**config.mk**
```make
export PLATFORM = sky130hd
export DESIGN_NAME = palBeamReadPort
export DESIGN_NICKNAME = d
export VERILOG_FILES = /design/src/rtl/palBeamPkg.sv /design/src/rtl/palBeamCtrl.sv /design/src/rtl/palBeamData.sv /design/src/rtl/palBeamReadPort.sv
export SDC_FILE = /design/constraint.sdc
export NUM_CORES = 1
export LEC_CHECK = 0
export ABC_AREA = 0
export BUFFER_PORTS_ARGS = -buffer_cell sky130_fd_sc_hd__buf_2
export CORE_MARGIN = 10
export CORE_UTILIZATION = 45
export DETAILED_ROUTE_END_ITERATION = 10
export GPL_TIMING_DRIVEN = 0
export MAX_ROUTING_LAYER = met4
export PLACE_DENSITY = 0.76
export SLEW_MARGIN = 30
export SYNTH_ARGS = -nofsm -noshare
export SYNTH_HDL_FRONTEND = slang
export SYNTH_SLANG_ARGS = --single-unit
```
**constraint.sdc**
```tcl
create_clock -name clk -period 1.4 [get_ports clk]
set_input_delay 0.07 -clock clk [delete_from_list [all_inputs] [get_ports clk]]
set_output_delay 0.07 -clock clk [all_outputs]
set_load 0.005 [all_outputs]
```
**src/rtl/palBeamPkg.sv**
```systemverilog
package palBeamPkg;
  typedef enum logic [1:0] {
    SEL_PAL  = 2'd0,
    SEL_HPOS = 2'd1,
    SEL_VPOS = 2'd2,
    SEL_STAT = 2'd3
  } srcSel_e;

  // Strobes from control to datapath, one per kind of byte access
  typedef struct packed {
    logic palLo;
    logic palHi;
    logic hLo;
    logic hHi;
    logic vLo;
    logic vHi;
    logic stat;
    logic idxLoad;
  } rdStrobe_t;
endpackage

```
**src/rtl/palBeamCtrl.sv**
```systemverilog
module palBeamCtrl
  import palBeamPkg::*;
(
  input  logic      clk,
  input  logic      rstN,
  input  logic      rdEn,
  input  logic [1:0] rdSel,
  input  logic      palIdxWr,
  output rdStrobe_t strobe,
  output logic      palTgl,
  output logic      hTgl,
  output logic      vTgl
);
  srcSel_e sel;
  assign sel = srcSel_e'(rdSel);

  always_comb begin
    strobe = '0;
    strobe.idxLoad = palIdxWr;
    if (rdEn) begin
      unique case (sel)
        SEL_PAL:  begin strobe.palLo = !palTgl; strobe.palHi = palTgl; end
        SEL_HPOS: begin strobe.hLo = !hTgl; strobe.hHi = hTgl; end
        SEL_VPOS: begin strobe.vLo = !vTgl; strobe.vHi = vTgl; end
        SEL_STAT: strobe.stat = 1'b1;
        default:  ;
      endcase
    end
  end

  always_ff @(posedge clk) begin
    if (!rstN) begin
      palTgl <= 1'b0;
      hTgl   <= 1'b0;
      vTgl   <= 1'b0;
    end else begin
      if (palIdxWr) palTgl <= 1'b0;
      else if (strobe.palLo || strobe.palHi) palTgl <= !palTgl;
      if (strobe.stat) begin
        hTgl <= 1'b0;
        vTgl <= 1'b0;
      end else begin
        if (strobe.hLo || strobe.hHi) hTgl <= !hTgl;
        if (strobe.vLo || strobe.vHi) vTgl <= !vTgl;
      end
    end
  end
endmodule

```
**src/rtl/palBeamData.sv**
```systemverilog
module palBeamData
  import palBeamPkg::*;
#(
  parameter int IDX_W   = 8,
  parameter int COLOR_W = 15,
  parameter int POS_W   = 9,
  parameter logic [3:0] VERSION = 4'h3
) (
  input  logic               clk,
  input  logic               rstN,
  input  rdStrobe_t          strobe,
  input  logic               rdEn,
  input  logic [IDX_W-1:0]   palIdxIn,
  input  logic [COLOR_W-1:0] palColor,
  output logic [IDX_W-1:0]   palAddr,
  input  logic               latchPulse,
  input  logic [POS_W-1:0]   hBeamIn,
  input  logic [POS_W-1:0]   vBeamIn,
  input  logic               fieldIn,
  input  logic               pal50Hz,
  output logic [7:0]         rdData,
  output logic               rdValid,
  output logic               capFlag
);
  localparam int HI_W = COLOR_W - 8;

  logic [POS_W-1:0] hPos, vPos;
  logic [7:0] nextByte;
  logic [7:0] busHold;

  assign rdData = busHold;

  always_comb begin
    nextByte = busHold;
    if (strobe.palLo) nextByte = palColor[7:0];
    if (strobe.palHi) nextByte = {busHold[7], palColor[COLOR_W-1 -: HI_W]};
    if (strobe.hLo)   nextByte = hPos[7:0];
    if (strobe.hHi)   nextByte = {busHold[7:1], hPos[8]};
    if (strobe.vLo)   nextByte = vPos[7:0];
    if (strobe.vHi)   nextByte = {busHold[7:1], vPos[8]};
    if (strobe.stat)  nextByte = {fieldIn, capFlag, busHold[5], pal50Hz, VERSION};
  end

  always_ff @(posedge clk) begin
    if (!rstN) begin
      busHold <= '0;
      rdValid <= 1'b0;
      palAddr <= '0;
      hPos    <= '0;
      vPos    <= '0;
      capFlag <= 1'b0;
    end else begin
      rdValid <= rdEn;
      if (rdEn) busHold <= nextByte;
      if (strobe.idxLoad) palAddr <= palIdxIn;
      else if (strobe.palHi) palAddr <= palAddr + 1'b1;
      if (latchPulse) begin
        hPos    <= hBeamIn;
        vPos    <= vBeamIn;
        capFlag <= 1'b1;
      end else if (strobe.stat) begin
        capFlag <= 1'b0;
      end
    end
  end
endmodule

```
**src/rtl/palBeamReadPort.sv**
```systemverilog
module palBeamReadPort
  import palBeamPkg::*;
#(
  parameter logic [3:0] VERSION = 4'h3
) (
  input  logic        clk,
  input  logic        rstN,
  input  logic        rdEn,
  input  logic [1:0]  rdSel,
  input  logic        palIdxWr,
  input  logic [7:0]  palIdxIn,
  input  logic [14:0] palColor,
  output logic [7:0]  palAddr,
  input  logic        latchPulse,
  input  logic [8:0]  hBeamIn,
  input  logic [8:0]  vBeamIn,
  input  logic        fieldIn,
  input  logic        pal50Hz,
  output logic [7:0]  rdData,
  output logic        rdValid
);
  rdStrobe_t strobe;
  logic palTgl, hTgl, vTgl, capFlag;

  palBeamCtrl u_ctrl (
    .clk(clk), .rstN(rstN), .rdEn(rdEn), .rdSel(rdSel), .palIdxWr(palIdxWr),
    .strobe(strobe), .palTgl(palTgl), .hTgl(hTgl), .vTgl(vTgl)
  );

  palBeamData #(.VERSION(VERSION)) u_data (
    .clk(clk), .rstN(rstN), .strobe(strobe), .rdEn(rdEn),
    .palIdxIn(palIdxIn), .palColor(palColor), .palAddr(palAddr),
    .latchPulse(latchPulse), .hBeamIn(hBeamIn), .vBeamIn(vBeamIn),
    .fieldIn(fieldIn), .pal50Hz(pal50Hz), .rdData(rdData),
    .rdValid(rdValid), .capFlag(capFlag)
  );
endmodule

```
==> flow_summary.yaml <==
critical_path:
  reg2reg_slack_ps: 7
  slowest_stage: "or4_4"
  required_ps: 1620
  path_class: "register to register"
  slowest_delay_ps: 530
  crit_path_cell_trace: "and3b_1 -> or4_4 -> a221oi_2"
  cp-start-kind: "register"
  cp_top_family: "simple AND/OR/NAND/NOR gates"
  arrival_ps: 1610
  path_buf_inv: 0
  worstSetupEndpointType: "register"
  cp_max_fo: 4
detailed_routing:
  via_per_inst: 5.523
  routed-via-count: 1911
  antenna_left: 0
  drc_errors: 0
  wl_mm: 5.950
  drtIter0Drc: 103
  wl_per_cell_um: 17.20
  drtPass1Iterations: 4
status:
  outcome: "complete, but fails checks"
  violations: "negative hold slack"
sta:
  timing.fmax_mhz: 717.9
  fin_crit_sh_pct: 99.49
  rsz0062_at_grt: "yes"
  relSlewSlack_pct: 68.63
  setup_violations: 0
  hold_violations: 1
  finalCriticalPeriod_ps: 1393
  fin_setup_tns_ps: 0
  hold_ws_ps: -1.563
  worst_pin_slew_ps: 470.5
  maxSlewViolCount: 0
  skew_ps: 13.39
yosys:
  synthAdderAreaFrac_pct: 0.6398
  yosysTopAreaCell: "dfxtp_1"
  synthMuxAreaShare_pct: 10.81
  synthCells: 220
  synth_edf_count: 0
  synth.area.top_cells: "dfxtp_1 40%, mux2i_1 10%, nor2_1 5.2%"
  yosysWarnings: 0
  synthDistinctLibCells: 45
  ys.flop_type: "dfxtp_1"
  avgSynthCellArea_sq_um: 8.889
  synth_seq_cells: 39
  synth_compound_area_share_pct: 19.39
  syn-num-nets: 271
  netlist.area_leader.share_pct: 39.92
  async_flop_share_pct: 0
  synth-xor-area-share_pct: 3.583
  synthSimpleGateAreaFrac_pct: 20.86
  netlist_area_sq_um: 1956
  synth_top_family_by_area: "simple AND/OR/NAND/NOR gates"
  yosysSeqAreaShare_pct: 39.92
cells_and_area:
  fin_area_sq_um: 2525
  diodes: 0
  final_layout_size_suffix_gt1_share_pct: 36.15
  area_growth_pct: 29.11
  nNetsFinal: 347
global_routing:
  grt.total_usage_pct: 16.03
  use_met3_pct: 4.730
  grtUsageMet2_pct: 24.54
  grt_pass1_wl_mm: 9.377
  grt_pass1_vias: 1918
  grt_max_degree: 12
  globalRouteOverflowTotal: 0
  met1_usage_pct: 19.18
  top_usage_layer: "met2"
  antenna_found_initial: 0
pwr:
  power.total_w: 0.002418
  p_clk_share_pct: 32.1
  seq_power_share_pct: 50.7
  total_leakage_power_nw: 1.176
  power.share.switching_pct: 26.77
  p_int_w: 0.001771
  p_switching_w: 0.0006473
  p_per_area_nw_per_um2: 957.7
  peakVddDrop_uv: 490.1
  combPwrFrac_pct: 17.3
floorplan:
  start_util_pct: 47.52
  rows: 23
  core_area_sq_um: 4115
  die_h_um: 85.92
  die_w_um: 85.92
  dieArea_sq_um: 7382
  io_pins: 67
clock_tree:
  clock_path_buffers: 2
  clk_pin_slew_ps: 80
  hold_buffers: 0
  cts_max_level: 2
  numClockSinks: 39
  root_buffer: "clkbuf_8"
  cts_tree: "built"
  clk_latency_ps: 300
  numCtsBuffers: 5
min_path:
  hold_path_class: "input port to register"
placement:
  dpl.hpwl_mm: 4.352
  dpl_cell_area_sq_um: 2341
  port_buffers: 64
  gp_congestion: 0.9109
run:
  drv_cap: 0
==> timing repair <==
action,4_1_cts,5_1_grt
gates cloned,0,1
gates resized for setup,14,19
buffers inserted,4,1
pin swaps,6,10
endpoints found under the setup margin,13,13
==> cells in the final DEF (no fill, tap or decap), types with 2 or more instances in the layout <==
master and instances:
nor3_1 3, nor3b_1 6, nor2_1 26, a31oi_1 3, nand3b_1 3, buf_6 3, nand3_1 6, a211oi_1 3
buf_2 70, dfxtp_4 2, buf_1 2, nand2_1 6, inv_1 4, o21ai_0 10, and2_1 2, buf_4 6
clkbuf_1 3, a22o_1 6, mux2i_1 20, o211a_1 2, nand2b_1 3, nor3b_2 3, xor2_1 5, a21oi_1 13
nand4_1 2, xnor2_1 3, clkbuf_8 6, dfxtp_1 36, o22ai_1 2, a21o_1 2, a22oi_1 2, o21ai_1 7
==> cells in the mapped netlist, types with 2 or more instances <==
cell type and instances:
a22oi_1 2, nand2b_1 3, nand2_1 6, nand4_1 2, xor2_1 5, nand3b_1 3, and4_1 2, o21ai_0 18
nor3_1 3, buf_1 2, buf_2 9, nand3_1 6, dfxtp_1 39, inv_1 4, xnor2_1 3, a31oi_1 3
a21oi_1 14, a211oi_1 4, clkbuf_1 3, and2_1 2, a22o_1 6, mux2i_1 20, o22ai_1 2, nor2_1 27
a21o_1 2, o211a_1 2, nor3b_1 9, and3b_1 2
==> path summary, 6_finish.rpt <==
path | to | startpoint | cells past startpoint
max | u_data.rdData[7] | u_ctrl.vTgl | 3
min | u_data.vPos[1] | vBeamIn[1] | 3
max reg2reg | u_data.rdData[7] | u_ctrl.vTgl | 3
min reg2reg | u_data.rdData[7] | u_data.rdData[7] | 2
==> state kept, by name, indices dropped and copies added, names as in the netlist <==
signal / count
u_data.capFlag: 1
u_data.vPos: 9
u_ctrl.vTgl: 1
u_data.rdValid: 1
u_ctrl.palTgl: 1
u_data.rdData: 8
u_ctrl.hTgl: 1
u_data.palAddr: 8
u_data.hPos: 9
==> area by class of cell <==
cell class / instances / area [sq um]
timing repair buffer: 70 / 369.1
tap: 50 / 62.56
multi-input combinational: 161 / 1119
fill: 397 / 1590
clock buffer: 6 / 82.58
inverter: 5 / 18.77
buffer: 14 / 78.83
sequential: 39 / 789.5
clock inverter: 1 / 5.005
==> stage by stage <==
step | std cells | util (%) | setup slack, ps | hold WS [ps]
after floorplan | 220 | - | 13.46 | 147.4
after global placement | 334 | 56.89 | -192.0 | 303.7
after detailed placement | 334 | 56.89 | -204.0 | 312.0
after CTS | 344 | 60.02 | -8.332 | 0.9458
after global routing | 346 | 61.36 | -41.48 | 10.28
final | 346 | 61.36 | 7.125 | -1.563
==> power groups by stage <==
stage / combinational (W) / sequential, W / clock [W]
final: 0.000418 / 0.00122 / 0.000776
after global routing: 0.000465 / 0.00123 / 0.000838
after CTS: 0.000398 / 0.00122 / 0.000788
after detailed placement: 0.000388 / 0.00125 / 0
after global placement: 0.000381 / 0.00125 / 0
after floorplan: 0.000227 / 0.00125 / 0
==> worst min-delay path, delay by kind of cell <==
family	cells	cell delay, ps
mux	1	50
simple gates	1	70
buf+inv	1	70
==> layer usage <==
| layer | vias up | part of all wire [%] |
|---|---|---|
| met5 | - | 0 |
| met4 | 0 | 2.4 |
| met3 | 16 | 7.3 |
| met2 | 73 | 49 |
| met1 | 877 | 42 |
| li1 | 945 | - |
==> cells by family (layout without fill, tap and decap cells) <==
kind of cell,after synthesis,count (layout)
AO/OA/AOI/OAI,59,59
XOR/XNOR,8,8
adder cells (fa/ha/maj),1,1
buffers and inverters,20,96
flip-flops,39,39
multiplexers,21,21
AND/OR/NAND/NOR,72,72
Note: power is estimated with default switching activity, not from simulation.
